$ cat src/rtl/perf_sample_pkg.sv
package perf_sample_pkg;

    typedef enum logic {
        ST_OPEN = 1'b0,
        ST_HELD = 1'b1
    } psc_state_e;

    localparam int unsigned PSC_LANES = 2;
    localparam int unsigned LANE_INSN = 0;
    localparam int unsigned LANE_DATA = 1;

endpackage

$ cat src/rtl/psc_shadow.sv
// Keeps the most recent valid address of one lane.
module psc_shadow #(
    parameter int unsigned AW = 32
) (
    input  logic          clk_i,
    input  logic          rst_ni,
    input  logic          vld_i,
    input  logic [AW-1:0] d_i,
    output logic [AW-1:0] q_o
);
    always_ff @(posedge clk_i or negedge rst_ni) begin
        if (!rst_ni)    q_o <= '0;
        else if (vld_i) q_o <= d_i;
    end
endmodule

$ cat src/rtl/psc_spr_port.sv
// Decodes special register numbers, checks privilege and registers the read data.
module psc_spr_port #(
    parameter int unsigned AW     = 32,
    parameter int unsigned SPR_W  = 10,
    parameter int unsigned SPR_IA = 955,
    parameter int unsigned SPR_DA = 959
) (
    input  logic             clk_i,
    input  logic             rst_ni,
    input  logic             acc_en_i,
    input  logic             acc_wr_i,
    input  logic [SPR_W-1:0] acc_spr_i,
    input  logic             acc_sup_i,
    input  logic [AW-1:0]    sia_i,
    input  logic [AW-1:0]    sda_i,
    output logic             wr_ia_o,
    output logic             wr_da_o,
    output logic [AW-1:0]    rd_data_o,
    output logic             fault_o
);
    logic          hit_ia, hit_da, ok_rd;
    logic [AW-1:0] rd_nxt;
    logic          fault_nxt;

    always_comb begin
        hit_ia    = acc_en_i && (acc_spr_i == SPR_W'(SPR_IA));
        hit_da    = acc_en_i && (acc_spr_i == SPR_W'(SPR_DA));
        ok_rd     = acc_sup_i && !acc_wr_i;
        wr_ia_o   = hit_ia && acc_sup_i && acc_wr_i;
        wr_da_o   = hit_da && acc_sup_i && acc_wr_i;
        fault_nxt = (hit_ia || hit_da) && !acc_sup_i;
        rd_nxt    = '0;
        if (hit_ia && ok_rd)      rd_nxt = sia_i;
        else if (hit_da && ok_rd) rd_nxt = sda_i;
    end

    always_ff @(posedge clk_i or negedge rst_ni) begin
        if (!rst_ni) begin
            rd_data_o <= '0;
            fault_o   <= 1'b0;
        end else begin
            rd_data_o <= rd_nxt;
            fault_o   <= fault_nxt;
        end
    end
endmodule

$ cat src/rtl/psc_ctrl.sv
// Capture controller: OPEN accepts a sample, HELD freezes it until released.
module psc_ctrl
    import perf_sample_pkg::*;
#(
    parameter int unsigned AW = 32
) (
    input  logic          clk_i,
    input  logic          rst_ni,
    input  logic          thr_evt_i,
    input  logic [AW-1:0] thr_iaddr_i,
    input  logic [AW-1:0] thr_daddr_i,
    input  logic          gen_cond_i,
    input  logic [AW-1:0] gen_iaddr_i,
    input  logic [AW-1:0] gen_daddr_i,
    input  logic          pend_clr_i,
    input  logic          wr_ia_i,
    input  logic          wr_da_i,
    input  logic [AW-1:0] wdata_i,
    output logic [AW-1:0] sia_o,
    output logic [AW-1:0] sda_o,
    output logic          held_o
);
    psc_state_e st_q, st_d;
    logic       cap_thr, cap_gen, sw_wr;

    // state register
    always_ff @(posedge clk_i or negedge rst_ni) begin
        if (!rst_ni) st_q <= ST_OPEN;
        else         st_q <= st_d;
    end

    // next state and capture decode
    always_comb begin
        sw_wr   = wr_ia_i || wr_da_i;
        st_d    = st_q;
        cap_thr = 1'b0;
        cap_gen = 1'b0;
        unique case (st_q)
            ST_OPEN: begin
                if (sw_wr) begin
                    st_d = ST_OPEN;            // write-over-capture
                end else if (thr_evt_i) begin
                    cap_thr = 1'b1;            // capture (threshold)
                    st_d    = ST_HELD;
                end else if (gen_cond_i) begin
                    cap_gen = 1'b1;            // capture (general)
                    st_d    = ST_HELD;
                end
            end
            ST_HELD: begin
                if (sw_wr || pend_clr_i) st_d = ST_OPEN;   // release
            end
        endcase
    end

    always_ff @(posedge clk_i or negedge rst_ni) begin
        if (!rst_ni) begin
            sia_o <= '0;
            sda_o <= '0;
        end else begin
            if (wr_ia_i)      sia_o <= wdata_i;
            else if (cap_thr) sia_o <= thr_iaddr_i;
            else if (cap_gen) sia_o <= gen_iaddr_i;

            if (wr_da_i)      sda_o <= wdata_i;
            else if (cap_thr) sda_o <= thr_daddr_i;
            else if (cap_gen) sda_o <= gen_daddr_i;
        end
    end

    assign held_o = (st_q == ST_HELD);
endmodule

$ cat src/rtl/perf_sample_capture.sv
module perf_sample_capture
    import perf_sample_pkg::*;
#(
    parameter int unsigned AW     = 32,
    parameter int unsigned SPR_W  = 10,
    parameter int unsigned SPR_IA = 955,
    parameter int unsigned SPR_DA = 959
) (
    input  logic             clk_i,
    input  logic             rst_ni,
    input  logic             cmp_vld_i,
    input  logic [AW-1:0]    cmp_iaddr_i,
    input  logic             opd_vld_i,
    input  logic [AW-1:0]    opd_daddr_i,
    input  logic             thr_evt_i,
    input  logic [AW-1:0]    thr_iaddr_i,
    input  logic [AW-1:0]    thr_daddr_i,
    input  logic             gen_cond_i,
    input  logic             pend_clr_i,
    input  logic             ext_en_i,
    input  logic             acc_en_i,
    input  logic             acc_wr_i,
    input  logic [SPR_W-1:0] acc_spr_i,
    input  logic             acc_sup_i,
    input  logic [AW-1:0]    acc_wdata_i,
    output logic [AW-1:0]    rd_data_o,
    output logic             acc_fault_o,
    output logic             irq_o
);
    logic          lane_v   [PSC_LANES];
    logic [AW-1:0] lane_d   [PSC_LANES];
    logic [AW-1:0] lane_shd [PSC_LANES];
    logic [AW-1:0] lane_pick[PSC_LANES];

    logic [AW-1:0] sia_q, sda_q;
    logic          wr_ia, wr_da, held;

    assign lane_v[LANE_INSN] = cmp_vld_i;
    assign lane_d[LANE_INSN] = cmp_iaddr_i;
    assign lane_v[LANE_DATA] = opd_vld_i;
    assign lane_d[LANE_DATA] = opd_daddr_i;

    // one shadow per lane; the live value wins over the shadow
    for (genvar g = 0; g < PSC_LANES; g++) begin : g_lane
        psc_shadow #(.AW(AW)) u_shd (
            .clk_i  (clk_i),
            .rst_ni (rst_ni),
            .vld_i  (lane_v[g]),
            .d_i    (lane_d[g]),
            .q_o    (lane_shd[g])
        );
        assign lane_pick[g] = lane_v[g] ? lane_d[g] : lane_shd[g];
    end

    psc_spr_port #(
        .AW(AW), .SPR_W(SPR_W), .SPR_IA(SPR_IA), .SPR_DA(SPR_DA)
    ) u_port (
        .clk_i     (clk_i),
        .rst_ni    (rst_ni),
        .acc_en_i  (acc_en_i),
        .acc_wr_i  (acc_wr_i),
        .acc_spr_i (acc_spr_i),
        .acc_sup_i (acc_sup_i),
        .sia_i     (sia_q),
        .sda_i     (sda_q),
        .wr_ia_o   (wr_ia),
        .wr_da_o   (wr_da),
        .rd_data_o (rd_data_o),
        .fault_o   (acc_fault_o)
    );

    psc_ctrl #(.AW(AW)) u_ctrl (
        .clk_i       (clk_i),
        .rst_ni      (rst_ni),
        .thr_evt_i   (thr_evt_i),
        .thr_iaddr_i (thr_iaddr_i),
        .thr_daddr_i (thr_daddr_i),
        .gen_cond_i  (gen_cond_i),
        .gen_iaddr_i (lane_pick[LANE_INSN]),
        .gen_daddr_i (lane_pick[LANE_DATA]),
        .pend_clr_i  (pend_clr_i),
        .wr_ia_i     (wr_ia),
        .wr_da_i     (wr_da),
        .wdata_i     (acc_wdata_i),
        .sia_o       (sia_q),
        .sda_o       (sda_q),
        .held_o      (held)
    );

    assign irq_o = held && ext_en_i;
endmodule

$ cat config.mk
export PLATFORM = sky130hd
export DESIGN_NAME = perf_sample_capture
export DESIGN_NICKNAME = d
export VERILOG_FILES = /design/src/rtl/perf_sample_pkg.sv /design/src/rtl/psc_shadow.sv /design/src/rtl/psc_spr_port.sv /design/src/rtl/psc_ctrl.sv /design/src/rtl/perf_sample_capture.sv
export SDC_FILE = /design/constraint.sdc
export NUM_CORES = 1
export LEC_CHECK = 0
export ABC_AREA = 0
export BUFFER_PORTS_ARGS = -buffer_cell sky130_fd_sc_hd__buf_2
export CORE_MARGIN = 3
export CORE_UTILIZATION = 47
export DETAILED_ROUTE_END_ITERATION = 6
export GPL_TIMING_DRIVEN = 0
export PLACE_DENSITY = 0.76
export REMOVE_ABC_BUFFERS = 1
export SLEW_MARGIN = 20
export SYNTH_ARGS = -nofsm -noshare
export SYNTH_HDL_FRONTEND = slang
export SYNTH_SLANG_ARGS = --single-unit
$ cat constraint.sdc
create_clock -name clk_i -period 1.6 [get_ports clk_i]
set_input_delay 0.32 -clock clk_i [delete_from_list [all_inputs] [get_ports clk_i]]
set_output_delay 0.32 -clock clk_i [all_outputs]
set_load 0.05 [all_outputs]
==> results.cfg <==
[outcome]
status = finished, final reports clean

[synthesis]
ys_types = 30
synthAdderAreaFrac_pct = 0
synth.avg_cell_area_um2 = 11.3
ys_seq_elements = 162
synth_top_area_share_pct = 55.2
synth_compound_area_share_pct = 14.4
synth_area_leaders = dfrtp_1 55%, mux2_2 6.9%, mux2i_1 4.5%
post_synth_mux_area_share_pct = 14.5
yosysSeqAreaShare_pct = 55.2
synth_xor_area_share_pct = 0
synth_top_family_by_area = multiplexers
yosys.area_share.simple_pct = 11.3
yosysTopAreaCell = dfrtp_1
syn-cell-area_um2 = 7340
synth_cells = 651
ys_warn_count = 0

[place]
place_congestion = 0.706
dp_hpwl_mm = 12.8
place_area_um2 = 8770
dp_cells = 1041
portBuffers = 214
dp_worst_setup_slack_ps = -1090

[floorplan]
core_area_um2 = 15300
initial_core_util_pct = 48.1
dieArea_um2 = 17200
rows = 45
ios = 215
die_h_um = 131
die_x_um = 131

[clock_network]
htreeDepth = 4
clock-sinks = 162
cts_tree = yes
clk_pin_slew_worst_paths_ps = 60
cts_buffer_depth = 2
insertion_delay_ps = 410
numCtsBuffers = 17
cts_root_buf = clkbuf_16

[sta]
finalCritPeriodShare_pct = 97.1
max_freq_ghz = 0.643
layout_setup_ws_ps = 45.8
maxSlewHeadroom_pct = 61.7
setup-violations-final = 0
holdWs_ps = 102
final_hold_viol_count = 0
grt_setup_unrepaired = yes
worst_clock_skew_ps = 8.06
period_needed_ps = 1550
maxSlewViolCount = 0
worst_slew_pin_slew_ps = 574

[layout]
layout-drive-gt1-share_pct = 38.5
nNetsFinal = 1047
final_common_cell = buf_2
utilization_pct = 63.6
final_cell_mix = 209 x buf_2, 161 x dfrtp_1, 64 x nor2_1
fin_cells = 1088
fin_area_um2 = 9700
multi_input_area_um2 = 3070
syn2layout_area_growth_pct = 32.2
register_area_um2 = 4060
nFillCells = 1247
antenna_cells = 0

[setup_path]
critPathTopFamily = simple AND/OR/NAND/NOR gates
rrSetupSlack_ps = 60
reg2reg_to = u_ctrl.sia_o[15]
worstPathMaxFanout = 8
critical_path.startpoint = acc_spr_i[6]
worst-path-stages = 6
max_stage_delay_ps = 440
path_class = in2reg
worst-path-buf-inv = 2
crit_slowest_cell = mux2_8
cp-end-kind = flop
r2r_cells = 7
cp.required_ps = 1890
critPathCapture = u_ctrl.sda_o[9]
startpoint_type = input pin
worst_ep_arrival_time_ps = 1850
path_common_cell = buf_6
cp_cell_sequence = buf_6 -> nand4b_4 -> nor4_4 -> buf_6 -> mux2_8 -> a211o_1
regToRegStartpoint = u_ctrl.held_o

[min_path]
hold_depth = 2
hp-class = in2reg
hold_start = acc_sup_i

[power_and_ir_drop]
netSwitchingPower_w = 0.00312
swShare_pct = 25.9
clock_power_share_pct = 36.9
irDropWorstVdd_mv = 0.852
internal_power_w = 0.00889
powerDensity_nw_per_um2 = 1240
pwr-share-comb_pct = 19.9
seqPwrFrac_pct = 43.3
p_leak_nw = 4.98

[grt]
grt_pass1_wl_mm = 30.2
grt_pass1_vias = 5838
grt-ovfl-total = 0
antenna_found_initial = 0
grtUsageTotal_pct = 22.7
grt_max_degree = 65

[drt]
ant_nets = 0
drcViolationCount = 0
drtIter0Drc = 302
dr.pass1.iters = 7
vias = 5886
wl_mm = 19.8
vias_per_cell = 5.41
detail_route.wl_per_cell_um = 18.2

[run]
cap_violations = 0
[logic make-up after synthesis]
logic type / count (synthesis)
and+or+nand+nor: 173
DFF: 162
buffers and inverters: 88
AOI/OAI and AO/OA: 130
muxes: 98
[registers in the layout, indices dropped and copies added (netlist names)]
name,cells
u_port.fault_o,1
u_ctrl.sda_o,32
u_port.rd_data_o,32
g_lane.u_shd.q_o,64
u_ctrl.sia_o,32
u_ctrl.held_o,1
[cell usage after synthesis, drive strengths merged]
| cell type | instances |
|---|---|
| a211o | 32 |
| a21oi | 1 |
| a22o | 32 |
| a22oi | 32 |
| and2 | 1 |
| and3 | 32 |
| buf | 18 |
| clkbuf | 37 |
| dfrtp | 162 |
| inv | 33 |
| mux2 | 65 |
| mux2i | 33 |
| nand2 | 35 |
| nand2b | 1 |
| nand3 | 31 |
| nand3b | 1 |
| nand4 | 1 |
| nand4b | 1 |
| nor2 | 64 |
| nor2b | 1 |
| nor3 | 1 |
| nor3b | 1 |
| nor4 | 2 |
| o211ai | 31 |
| o21bai | 1 |
| o221ai | 1 |
| or4 | 1 |
[how the worst min path moves through the flow]
stage | endpoint
after floorplan | g_lane[0].u_shd.q_o[0]
after global placement | g_lane[0].u_shd.q_o[7]
after detailed placement | g_lane[1].u_shd.q_o[11]
after CTS | u_port.fault_o
after global routing | u_port.fault_o
final | u_port.fault_o
[area by class of cell]
type	count	share of cell area, %
Multi-Input combinational cell	404	31.7
Timing Repair Buffer	248	15.9
Sequential cell	162	41.8
Clock buffer	20	4.71
Inverter	33	1.30
Clock inverter	10	1.88
Tap cell	211	2.72
[power groups by stage]
stage | Combinational [W] | Sequential [W] | Clock, W
2_1_floorplan | 0.00138 | 0.00515 | 0
3_3_place_gp | 0.00204 | 0.00522 | 0
3_5_place_dp | 0.00219 | 0.00526 | 0
4_1_cts | 0.00235 | 0.00519 | 0.00448
5_1_grt | 0.00265 | 0.00527 | 0.00464
6_report | 0.00239 | 0.00519 | 0.00443
[through the flow]
step           total power (W)  TNS, ps
2_1_floorplan          0.00653  -186400
3_3_place_gp           0.00726  -762890
3_5_place_dp           0.00745   -60880
4_1_cts                 0.0120        0
5_1_grt                 0.0126    -51.0
6_report                0.0120        0
[layer usage]
metal	global-route usage (%)	routed length [µm]	share of wire [%]
met4	6.35	259	1.3
met3	5.81	1290	6.5
met1	30.5	8520	43
met5	0	0	0
met2	36.9	9700	49
[repair_timing]
item                                    CTS  global route
endpoints found under the setup margin   65            45
endpoints found under the hold margin    41             0
gates resized for setup                  15            18
pin swaps                                 2            12
hold buffers                              1             0
cloned                                    3             0
setup buffers                             8             5
(Power assumes the default switching activity.)
